File: src/rtl/aport_pkg.sv
package aport_pkg;
  typedef enum logic [1:0] {
    PM_QUASI = 2'b00,
    PM_PUSH  = 2'b01,
    PM_INPUT = 2'b10,
    PM_OPEN  = 2'b11
  } pin_mode_e;

  typedef enum logic [1:0] {
    SEL_LAT_A  = 2'd0,
    SEL_LAT_B  = 2'd1,
    SEL_MODE_A = 2'd2,
    SEL_MODE_B = 2'd3
  } wr_sel_e;
endpackage

File: src/rtl/port_cfg_regs.sv
module port_cfg_regs
  import aport_pkg::*;
#(
  parameter int unsigned W = 8,
  parameter logic [W-1:0] ANALOG_MASK = '1
) (
  input  logic           clk_i,
  input  logic           rst_ni,
  input  logic           lat_we_i,
  input  logic           mode_we_i,
  input  logic [W-1:0]   lat_d_i,
  input  logic [2*W-1:0] mode_d_i,
  output logic [W-1:0]   lat_o,
  output logic [2*W-1:0] mode_o
);
  function automatic logic [2*W-1:0] mode_rst_val();
    logic [2*W-1:0] r;
    for (int i = 0; i < W; i++) begin
      r[2*i +: 2] = ANALOG_MASK[i] ? PM_INPUT : PM_QUASI;
    end
    return r;
  endfunction

  localparam logic [2*W-1:0] MODE_RST = mode_rst_val();

  always_ff @(posedge clk_i or negedge rst_ni) begin
    if (!rst_ni) begin
      lat_o <= '1;
    end else if (lat_we_i) begin
      lat_o <= lat_d_i;
    end
  end

  always_ff @(posedge clk_i or negedge rst_ni) begin
    if (!rst_ni) begin
      mode_o <= MODE_RST;
    end else if (mode_we_i) begin
      mode_o <= mode_d_i;
    end
  end
endmodule

File: src/rtl/pad_ctrl.sv
module pad_ctrl
  import aport_pkg::*;
#(
  parameter int unsigned W = 8
) (
  input  logic [W-1:0]   lat_i,
  input  logic [2*W-1:0] mode_i,
  input  logic [W-1:0]   force_i,  // override to input-only
  input  logic [W-1:0]   gate_i,   // analog function active on pin
  output logic [W-1:0]   oe_o,
  output logic [W-1:0]   do_o,
  output logic [W-1:0]   ie_o
);
  for (genvar n = 0; n < W; n++) begin : g_pin
    pin_mode_e eff;
    logic      oe;

    always_comb begin
      eff = force_i[n] ? PM_INPUT : pin_mode_e'(mode_i[2*n +: 2]);
      unique case (eff)
        PM_PUSH:  oe = 1'b1;
        PM_OPEN,
        PM_QUASI: oe = ~lat_i[n];
        default:  oe = 1'b0;
      endcase
    end

    assign oe_o[n] = oe;
    assign do_o[n] = oe & lat_i[n];
    assign ie_o[n] = ~(gate_i[n] & (eff == PM_INPUT));
  end
endmodule

File: src/rtl/port_rd_mux.sv
module port_rd_mux #(
  parameter int unsigned W = 8
) (
  input  logic         sel_i,
  input  logic         rmw_i,
  input  logic [W-1:0] lat_a_i,
  input  logic [W-1:0] lat_b_i,
  input  logic [W-1:0] pad_a_i,
  input  logic [W-1:0] pad_b_i,
  input  logic [W-1:0] ie_a_i,
  input  logic [W-1:0] ie_b_i,
  output logic [W-1:0] data_o
);
  logic [W-1:0] pin_a, pin_b;

  assign pin_a = pad_a_i & ie_a_i;
  assign pin_b = pad_b_i & ie_b_i;

  always_comb begin
    if (rmw_i) data_o = sel_i ? lat_b_i : lat_a_i;
    else       data_o = sel_i ? pin_b : pin_a;
  end
endmodule

File: src/rtl/aport_ctrl.sv
module aport_ctrl
  import aport_pkg::*;
#(
  parameter int unsigned W = 8,
  parameter logic [W-1:0] A_ANALOG = 8'hFF,
  parameter logic [W-1:0] B_CMP    = 8'hF0,
  parameter logic [W-1:0] B_DAC    = 8'h0C
) (
  input  logic           clk_i,
  input  logic           rst_ni,
  input  logic           wr_en_i,
  input  logic [1:0]     wr_sel_i,
  input  logic [2*W-1:0] wr_data_i,
  input  logic           rd_sel_i,
  input  logic           rd_rmw_i,
  output logic [W-1:0]   rd_data_o,
  input  logic           adc_en_i,
  input  logic           dac_sel_i,
  input  logic           cmp_a_en_i,
  input  logic           cmp_b_en_i,
  input  logic [W-1:0]   pad_a_i,
  input  logic [W-1:0]   pad_b_i,
  output logic [W-1:0]   pad_a_oe_o,
  output logic [W-1:0]   pad_a_do_o,
  output logic [W-1:0]   pad_a_ie_o,
  output logic [W-1:0]   pad_b_oe_o,
  output logic [W-1:0]   pad_b_do_o,
  output logic [W-1:0]   pad_b_ie_o
);
  localparam logic [W-1:0] B_ANALOG = B_CMP | B_DAC;

  logic [W-1:0]   lat_a, lat_b;
  logic [2*W-1:0] mode_a, mode_b;
  logic           dac_on, adc_on, cmp_on;
  logic [W-1:0]   gate_a, gate_b, force_b;

  assign dac_on  = adc_en_i & dac_sel_i;
  assign adc_on  = adc_en_i & ~dac_sel_i;
  assign cmp_on  = cmp_a_en_i | cmp_b_en_i;
  assign gate_a  = {W{adc_on}} & A_ANALOG;
  assign force_b = {W{dac_on}} & B_DAC;
  assign gate_b  = ({W{cmp_on}} & B_CMP) | force_b;

  port_cfg_regs #(.W(W), .ANALOG_MASK(A_ANALOG)) u_regs_a (
    .clk_i, .rst_ni,
    .lat_we_i  (wr_en_i && wr_sel_i == SEL_LAT_A),
    .mode_we_i (wr_en_i && wr_sel_i == SEL_MODE_A),
    .lat_d_i   (wr_data_i[W-1:0]),
    .mode_d_i  (wr_data_i),
    .lat_o     (lat_a),
    .mode_o    (mode_a)
  );

  port_cfg_regs #(.W(W), .ANALOG_MASK(B_ANALOG)) u_regs_b (
    .clk_i, .rst_ni,
    .lat_we_i  (wr_en_i && wr_sel_i == SEL_LAT_B),
    .mode_we_i (wr_en_i && wr_sel_i == SEL_MODE_B),
    .lat_d_i   (wr_data_i[W-1:0]),
    .mode_d_i  (wr_data_i),
    .lat_o     (lat_b),
    .mode_o    (mode_b)
  );

  pad_ctrl #(.W(W)) u_pad_a (
    .lat_i (lat_a), .mode_i (mode_a), .force_i ('0), .gate_i (gate_a),
    .oe_o (pad_a_oe_o), .do_o (pad_a_do_o), .ie_o (pad_a_ie_o)
  );

  pad_ctrl #(.W(W)) u_pad_b (
    .lat_i (lat_b), .mode_i (mode_b), .force_i (force_b), .gate_i (gate_b),
    .oe_o (pad_b_oe_o), .do_o (pad_b_do_o), .ie_o (pad_b_ie_o)
  );

  port_rd_mux #(.W(W)) u_rd (
    .sel_i (rd_sel_i), .rmw_i (rd_rmw_i),
    .lat_a_i (lat_a), .lat_b_i (lat_b),
    .pad_a_i, .pad_b_i,
    .ie_a_i (pad_a_ie_o), .ie_b_i (pad_b_ie_o),
    .data_o (rd_data_o)
  );
endmodule

File: config.mk
export PLATFORM = sky130hd
export DESIGN_NAME = aport_ctrl
export DESIGN_NICKNAME = d
export VERILOG_FILES = /design/src/rtl/aport_pkg.sv /design/src/rtl/port_cfg_regs.sv /design/src/rtl/pad_ctrl.sv /design/src/rtl/port_rd_mux.sv /design/src/rtl/aport_ctrl.sv
export SDC_FILE = /design/constraint.sdc
export NUM_CORES = 1
export LEC_CHECK = 0
export BUFFER_PORTS_ARGS = -buffer_cell sky130_fd_sc_hd__buf_2
export CAP_MARGIN = 15
export CORE_MARGIN = 4
export CORE_UTILIZATION = 30
export CTS_BUF_LIST = sky130_fd_sc_hd__clkbuf_4 sky130_fd_sc_hd__clkbuf_8
export DETAILED_ROUTE_END_ITERATION = 8
export GPL_ROUTABILITY_DRIVEN = 0
export SLEW_MARGIN = 40
export SYNTH_ARGS = -nofsm -noshare
export SYNTH_HDL_FRONTEND = slang
export SYNTH_HIERARCHICAL = 1
export SYNTH_SLANG_ARGS = --single-unit
File: constraint.sdc
create_clock -name clk_i -period 1.5 [get_ports clk_i]
set_input_delay 0.075 -clock clk_i [delete_from_list [all_inputs] [get_ports clk_i]]
set_output_delay 0.075 -clock clk_i [all_outputs]
set_load 0.01 [all_outputs]
* Word level (Yosys, flattened, before mapping)
Index checks and enable logic that the tools add are counted. Widths: inputs -> output; s select.
Word-level totals: flip-flop bits (word level) 48, output and inout bits 56, input bits 43, logic and storage cells 184
Operators by class: equality and inequality tests 51, mux-type cells 21, reductions and logical operators 37, bitwise gates (word level) 71
Operator list (number):
- $eq 2x2->1 const B | 34
- $and 1x1->1 | 34
- $eq 2x1->1 const B | 17
- $logic_not 2->1 | 17
- $not 1->1 | 33
- $pmux 1 s2 | 16
- $reduce_or 2->1 | 16
- $mux 8 | 3
- $and 8x8->8 | 2
- $or 8x4->8 | 1
- $logic_and 1x1->1 | 4
- $mux 2 | 2
- $or 1x1->1 | 1

* Longest topological paths before layout
Gate-level depths: netlist of run 1.
depth in word-level cells 8, depth in mapped cells 7, depth with buffers taken out 7

* By module
Netlist of run 1, hierarchy kept.
Modules (own cells, without submodules):
- pad_ctrl | times used 2, seq. area each 0.0 µm², area each 670.6 µm², cells an instance 103
- port_cfg_regs (u_regs_a) | times used 1, seq. area each 620.6 µm², area each 964.7 µm², cells an instance 51
- port_cfg_regs (u_regs_b) | times used 1, seq. area each 618.1 µm², area each 962.2 µm², cells an instance 51
- port_rd_mux | times used 1, seq. area each 0.0 µm², area each 287.8 µm², cells an instance 45
- aport_ctrl | times used 1, seq. area each 0.0 µm², area each 60.1 µm², cells an instance 8

* Least setup slack after synthesis of run 1
OpenSTA, ideal clock, no wires.
path kind register to output, start point reg u_regs_b.mode_o[9], end point out rd_data_o[4], data arrival time 1.256 ns, buffers on the path 0, setup slack 0.169 ns, required time 1.425 ns, stages on the path, launching flop included 6, cells stage by stage dfstp_2 or2_4 ha_1 nand2_1 nand3b_1 a32oi_1
Between the ends: word-level cells in the longest chain between the ends 6
RTL lines:
- start: declaration | RTL line port_cfg_regs.sv:14 | output logic [2*W-1:0] mode_o
- start signal: assignment | RTL line port_cfg_regs.sv:38 | mode_o <= mode_d_i;
- $eq 2x2->1 | RTL line pad_ctrl.sv:30 | assign ie_o[n] = ~(gate_i[n] & (eff == PM_INPUT));
- $and 1x1->1 | RTL line pad_ctrl.sv:30
- $not 1->1 | RTL line pad_ctrl.sv:30
- named net pad_b_ie_o[4] | RTL line aport_ctrl.sv:28 | output logic [W-1:0] pad_b_ie_o
- $and 8x8->8 | RTL line port_rd_mux.sv:17 | assign pin_b = pad_b_i & ie_b_i;
- $mux 8 | RTL line port_rd_mux.sv:21 | else data_o = sel_i ? pin_b : pin_a;
- $mux 8 | RTL line port_rd_mux.sv:20 | if (rmw_i) data_o = sel_i ? lat_b_i : lat_a_i;
- end: declaration | RTL line aport_ctrl.sv:16 | output logic [W-1:0] rd_data_o,
The timed path passes the listed nets, and every way through them passes these cells.

* Worst setup path in the final report of run 1
start point reg u_regs_a.mode_o[15], end point out rd_data_o[7]
Between the ends: word-level cells in the longest chain between the ends 6
RTL lines:
- start: declaration | RTL line port_cfg_regs.sv:14
- start signal: assignment | RTL line port_cfg_regs.sv:38
- $eq 2x2->1 | RTL line pad_ctrl.sv:30
- $and 1x1->1 | RTL line pad_ctrl.sv:30
- $not 1->1 | RTL line pad_ctrl.sv:30
- $and 8x8->8 | RTL line port_rd_mux.sv:16 | assign pin_a = pad_a_i & ie_a_i;
- $mux 8 | RTL line port_rd_mux.sv:21
- $mux 8 | RTL line port_rd_mux.sv:20
Every way passes these cells.

==> results of run 1 <==
routing by layer:
layer	vias to the layer above	track usage [%]	wire, um
met3	6	2.931	378
met4	0	3.077	67
met5	-	0	0
met1	1405	16.63	4159
met2	57	24.22	4923
li1	1399	-	-
layout make-up:
class / instances / area (um2)
fillers: 1118 / 6404
repair buffers: 126 / 814.5
clock inverters: 1 / 8.758
diodes: 1 / 2.502
inverters: 48 / 197.7
well taps: 143 / 178.9
multi-input cells: 267 / 2686
clock buffers: 6 / 82.58
flip-flops and latches: 48 / 1239
repair_timing:
item                                   CTS  global route
setup buffers                           10            12
gates resized for setup                 79            79
pin swaps                               49            38
setup endpoints to repair               33            50
endpoints found under the hold margin   25             0
hold buffers                             1             0
cells in the mapped netlist, types with 17 or more instances:
cell type	number
sky130_fd_sc_hd__dfstp_2	30
sky130_fd_sc_hd__mux2_2	28
sky130_fd_sc_hd__ha_1	32
sky130_fd_sc_hd__mux2_4	20
sky130_fd_sc_hd__inv_1	48
sky130_fd_sc_hd__a21oi_1	24
sky130_fd_sc_hd__nand2_1	38
sky130_fd_sc_hd__buf_4	17
sky130_fd_sc_hd__dfrtp_1	18
per-stage QoR:
step	worst slack [ns]	total power, W	cells	setup TNS (ns)	instance area, um2
after floorplan	0.1692	0.002870	390	0	3725
after global placement	-0.1178	0.003203	611	-0.5820	4269
after detailed placement	-0.02826	0.003261	611	-0.04562	4272
after CTS	-0.2330	0.004423	629	-3.908	4836
after global routing	-0.3378	0.005082	640	-6.340	5210
final	-0.2364	0.004747	640	-3.682	5210
registers in the layout, summed over array words and instances (netlist names):
signal,cells
u_regs_a/lat_o,8
u_regs_a/mode_o,16
u_regs_b/lat_o,8
u_regs_b/mode_o,16
final timing paths:
check / start / to / depth (start not counted)
setup / recovery: u_regs_a/mode_o[15] / rd_data_o[7] / 6
hold / removal: wr_data_i[14] / u_regs_b/mode_o[14] / 2
setup reg to reg: u_regs_a/mode_o[14] / u_regs_a/mode_o[14] / 2
hold reg to reg: u_regs_a/mode_o[0] / u_regs_a/mode_o[0] / 1
max in group asynchronous: rst_ni / u_regs_a/mode_o[7] / 3
min in group asynchronous: rst_ni / u_regs_a/mode_o[14] / 3
cells by family after synthesis:
kind of cell / synth area share (%)
AOI/OAI and AO/OA: 5.260
adders and majority gates: 11.07
buffers and inverters: 11.07
DFF: 34.26
muxes: 17.02
other: 0.1037
and+or+nand+nor: 21.21
power breakdown:
| group | switching [W] | internal, W | total, W |
|---|---|---|---|
| logic | 0.000927 | 0.00117 | 0.00210 |
| clock network | 0.000444 | 0.000369 | 0.000812 |
| registers | 0.000180 | 0.00166 | 0.00184 |
==> results by stage, run 1 <==
Global route:
- The first global-routing pass estimated 15170 um of wire.
- The number of antenna violations at the first check in global routing was 1.
- Entering global routing, the biggest net connects 49 pins.
- The sum of overflow across all layers after global routing is 0.
- Across every metal layer, demand over resource in global routing totals 13.55%.
- The number of global-route vias before repair is 2965.

Critical path:
- STA classifies the critical path endpoint as an output port.
- Counting both buffers and inverters, the worst setup path holds a total of 1.
- The critical path class is flip-flop to output port.
- The dominant delay contributor by cell family on the critical path is simple AND/OR/NAND/NOR gates.
- The signal on the critical path passes through or2_4 -> ha_4 -> nand2_2 -> nand3b_1 -> a32oi_2 -> buf_2.
- The maximum fanout along the worst path is 3.
- Among all stages on the critical path, the largest delay is contributed by sky130_fd_sc_hd__dfstp_2.
- Data on the critical path is required at its endpoint by 1.42 ns.
- In this run the register-to-register setup slack is 0.62 ns.
- The signal arrival time at the worst endpoint is 1.66 ns.
- The stage delay of the slowest cell on the critical path is 0.38 ns.
- The worst setup path is launched from a flip-flop.

Drt:
- The first TritonRoute pass finished after 4 iterations.
- The number of remaining DRC errors is 0.
- The detailed router finished its first iteration with 48 violations.
- The remaining number of nets flagged by the antenna check after routing is 0.
- The total routed wirelength is 9528 um.
- The routed layout has 2867 vias.
- After detailed routing, the average wire length per cell comes to 14.89 um.
- The mean number of vias per cell is 4.480.

Clock network:
- TritonCTS built the clock tree.
- The clock passes through at most 2 buffers.
- The depth of the CTS H-tree is 2.
- The buffer cell driving the clock tree root is sky130_fd_sc_hd__clkbuf_8.
- Clock latency on the worst-skew pair, taken at its later pin, is 0.30 ns.
- The number of clock sinks seen by CTS is 48.
- After clock tree synthesis, the clock-pin slew on the worst setup and hold paths is 0.10 ns.
- The TritonCTS buffer count is 5.

STA:
- The worst hold slack across all endpoints is 0.01416 ns.
- Derived from the worst setup path, the maximum achievable clock frequency is 575.9 MHz.
- The largest clock skew in the final design is 0 ns.
- The minimum period implied by the final worst setup slack is 1.736 ns.
- Of the available clock period, the critical path in the final layout requires 115.8%.
- Setup repair after global routing could not meet its margin everywhere.
- The total count of max-transition violations in the final report is 0.
- The transition time of the tightest slew-check pin is 0.6837 ns.
- The number of failing setup endpoints in the final timing report is 28.
- The number of hold violations in the final report is 0.
- After layout, the worst setup slack is -0.2364 ns.
- In this run the tightest slew margin relative to its limit is 54.22%.

Worst hold path:
- The type of the most critical hold path is input pin to flip-flop.

Power and ir drop:
- For this design the ratio of total power to cell area is 911.2 nW/um2.
- The largest vdd supply drop is 0.4198 mV.
- The leakage power is 2.332 nW.

Die:
- The floorplan step set the die height to 117.8 um.
- The initial utilization of the core area, before any placement, comes to 31.14%.
- The overall die area is 13870 um2.
- In this run the standard cell core region covers 11610 um2.
- The number of rows created at floorplan is 39.
- The count of boundary I/O pins is 99.
- The die span in x is 117.8 um.

Synthesis:
- After synthesis, the cell types taking the most area are sky130_fd_sc_hd__dfstp_2, sky130_fd_sc_hd__dfrtp_1, sky130_fd_sc_hd__ha_1, sky130_fd_sc_hd__mux2_2, sky130_fd_sc_hd__mux2_4.
- Of all cell types, the one taking the most synthesized area is sky130_fd_sc_hd__dfstp_2.
- A synthesized cell averages 10.02 um2.
- In this run the biggest area consumer among cell types represents 21.80% of the synthesized area.
- Synthesis inferred 48 register bits.
- Yosys mapped the design onto 27 distinct sky130hd cell types.
- The post-synthesis sequential area ratio is 34.26%.
- The commonest register cell after synthesis is sky130_fd_sc_hd__dfstp_2.
- For this run, the number of Yosys warnings is 6.
- The share of flip-flops with an asynchronous set or reset is 100.0%.
- The number of instances in the synthesized netlist is 361.
- The netlist area before placement is 3616 um2.
- Yosys mapped a number of flops with a built-in enable equal to 0.

Final layout:
- The final layout net count is 571.
- The area growth from synthesis to layout is 44.08%.
- Once layout is complete, the utilization of the core stands at 44.86%.
- The fraction of final layout cells with drive strength greater than 1 is 72.18%.
- The library cells used most frequently in the layout, excluding fill and tap cells, are sky130_fd_sc_hd__buf_2, sky130_fd_sc_hd__conb_1, sky130_fd_sc_hd__ha_4, sky130_fd_sc_hd__dfstp_2, sky130_fd_sc_hd__mux2_2.
- The library cell used most frequently in the layout, excluding fill and tap cells, is sky130_fd_sc_hd__buf_2.

Run status:
- The final reports fail on negative setup slack.
- The flow ran to the end, but the final reports show violations.

Flow run:
- The count of maximum capacitance violations is 0.

Placed design:
- After legalization and detailed placement, the total HPWL measured 6583 um.
- The count of buffers from port buffering is 96.
(Power assumes the default switching activity.)
==> run 2, diff against run 1 <==
Settings changed: CORE_MARGIN 4 to 8.
==> run 2 against run 1 <==
Effect of this change:
- total power rose by 1.0%
- setup slack gained 0.021 ns
- combinational power barely moved
- the run still ends with negative setup slack left
- flip-flop and latch count unchanged
- hold slack better by 0.0032 ns
- first-iteration DRC count rose by 54%
==> results by stage, run 2 (synthesis results as in run 1) <==
Run status:
- The flow ran to the end, but the final reports show violations.
- The final reports fail on negative setup slack.

Critical path:
- The dominant delay contributor by cell family on the critical path is flip-flops.
- For the worst setup path, the data arrival time is 1.64 ns.
- The internal reg-to-reg setup slack is 0.51 ns.
- STA classifies the critical path startpoint as a flip-flop.
- The critical path goes through or2_4 -> inv_2 -> ha_4 -> nand2b_4 -> a21oi_2 -> buf_2.
- The worst register-to-register path ends at u_regs_b/mode_o[8].
- Counting both buffers and inverters, the worst setup path holds a total of 2.
- The capturing element type of the critical path is an output port.
- The data required time of the worst path is 1.42 ns.
- The timing startpoint of the critical path is u_regs_b/mode_o[7].
- Along the worst path, the maximum fanout reaches 2.
- The worst register-to-register path has a depth of 3.
- The slowest stage of the critical path is the sky130_fd_sc_hd__dfstp_2 cell.
- By startpoint and endpoint, the worst setup path is classified as flip-flop to output port.
- The startpoint identified for the worst register-to-register timing path is u_regs_b/mode_o[8].
- For this run, the slowest stage of the critical path takes 0.54 ns.

Global route:
- The total routing resource utilization after global routing is 12.28%.
- The total overflow left after global routing is 0.
- The number of antenna violations at the first check in global routing came to 0.
- Entering global routing, the biggest net connects 33 pins.
- The first-pass GRT wire length is 15680 um.
- The number of global-route vias before repair is 3151.

Die:
- The area of the placeable core is 11910 um2.
- During I/O placement, the number of pins put on the boundary was 99.
- The number of rows created at floorplan is 40.
- The floorplan step defined a die boundary enclosing 15820 um2.
- The floorplan step set the die width to 125.8 um.
- The die boundary height is 125.8 um.
- For this configuration, the core starts out at a cell density of 30.36%.

Final layout:
- The number of diodes is 0.
- Leaving out fill and tap cells, the most frequent cell in the layout is sky130_fd_sc_hd__buf_2.
- After routing the design area is 5251 um2.
- Relative to the synthesized area, the layout overhead comes to 45.23%.
- The largest registers in the layout are u_regs_a/mode_o x16, u_regs_b/mode_o x16.
- The number of fill cells in the layout is 1129.
- In the final layout, the multi-input gates occupy 2664 um2.
- The number of cells in the finished layout apart from fillers is 652.
- The final layout net count is 579.
- The final cell utilization of the core is 44.09%.
- The top cell types in the final layout, fill and taps aside, are sky130_fd_sc_hd__buf_2, sky130_fd_sc_hd__conb_1, sky130_fd_sc_hd__dfstp_2.
- Of the cells placed in the final design, the portion with a size suffix greater than 1 is 70.69%.
- Across the whole layout, storage elements account for 1239 um2.

Drt:
- Summed over all layers, the routed wires come to 10060 um.
- The number of iterations in the first detailed-routing pass is 3.
- The total vias in the final route is 2859.
- After detailed routing, the number of vias per cell comes to 4.385.
- The remaining number of nets flagged by the antenna check after routing is 0.
- The final routed wire length divided by cell count is 15.42 um.
- The number of remaining DRC errors is 0.
- The detailed router's first-iteration violation count is 74.

STA:
- The number of hold violations in the final report came to 0.
- Setup repair after global routing could not meet its margin everywhere.
- The setup total negative slack is -3.633 ns.
- The worst-case setup margin in the final layout is -0.2159 ns.
- On the final layout, the worst clock skew is 0 ns.
- The number of failing setup endpoints in the final timing report is 29.
- After layout, the minimum clock period comes to 1.716 ns.
- The total count of max-transition violations in the final report is 0.
- The fmax is 582.8 MHz.
- The post-route clock period utilization is 114.4%.
- The worst hold slack across all endpoints is 0.01735 ns.

Clock network:
- The TritonCTS clock tree is built.
- In this run the deepest clock path goes through 2 buffers.
- The depth of the CTS H-tree is 2.
- The number of clock sinks seen by CTS is 48.
- Clock-pin slew was measured on the worst setup and hold paths at 0.09 ns.
- Clock latency on the worst-skew pair, taken at its later pin, is 0.29 ns.
- CTS placed an instance of sky130_fd_sc_hd__clkbuf_8 at the clock tree root.
- TritonCTS created 5 clock buffers.

Power and ir drop:
- Dividing total power by cell area gives a power density of 913.5 nW/um2.
- The leakage power is 2.375 nW.
- IR analysis of the VDD net gives a maximum drop of 0.4584 mV.

Placed design:
- The cell count after placement is 620.
- The count of buffers from port buffering is 96.
- The HPWL after detailed placement is 7335 um.
- Summing all placed instances gives a cell area of 4287 um2.

Worst hold path:
- The endpoint of the worst hold path is u_regs_b/mode_o[12].
- The hold-critical path depth is 2.
- The startpoint identified for the worst hold timing path is wr_data_i[12].
- The worst hold path belongs to the class input pin to flip-flop.

Flow run:
- Across the run, the number of max-cap violations was 0.
[run 2: cell types whose count changed in the layout (fill, tap and decap cells not counted), sizes merged]
| cell | delta |
|---|---|
| buf | +8 |
| clkinvlp | +2 |
| clkinv | -1 |
| diode | -1 |
[run 2: metrics by stage]
stage	setup slack, ns	total power, W
after floorplan	0.1692	0.002870
after global placement	-0.008594	0.003210
after detailed placement	-0.04955	0.003271
after CTS	-0.2193	0.004488
after global routing	-0.3042	0.005136
final	-0.2159	0.004797
[run 2: metal layers]
layer / GRT usage (%) / routed length (um)
met2: 22.35 / 5177
met3: 3.038 / 454
met4: 2.477 / 118
met5: 0 / 0
met1: 14.27 / 4304
[run 2: worst reg2reg max path, stage by stage, from the launching register on]
cell and delay (ns):
sky130_fd_sc_hd__dfrtp_1 0.38, sky130_fd_sc_hd__buf_4 0.13, sky130_fd_sc_hd__buf_4 0.12, sky130_fd_sc_hd__mux2_4 0.25
[run 2: worst max path at each step]
stage	endpoint	slack, ns	cells after the start
after floorplan	rd_data_o[4]	0.17	5
after global routing	rd_data_o[3]	-0.30	6
after CTS	rd_data_o[3]	-0.22	6
after detailed placement	rd_data_o[3]	-0.05	9
final	pad_b_oe_o[3]	-0.22	6
after global placement	rd_data_o[3]	-0.009	9
[run 2: cell type report]
type                    instances  share of cell area [%]
flip-flops and latches         48                   23.59
clock inverters                 2                  0.2859
inverters                      48                   3.717
well taps                     147                   3.502
clock buffers                   6                   1.573
multi-input cells             267                   50.73
repair buffers                134                   16.61
[run 2: power by group]
| part | internal, W | switching (W) | total [W] |
|---|---|---|---|
| Clock | 0.000374 | 0.000454 | 0.000828 |
| Sequential | 0.00166 | 0.000183 | 0.00184 |
| Combinational | 0.00120 | 0.000934 | 0.00213 |
[run 2: what timing repair did]
item,CTS,global route
hold endpoints to repair,6,0
endpoints found under the setup margin,37,50
gates resized for setup,84,69
pin swaps,59,37
hold buffers,1,0
buffers inserted,12,15
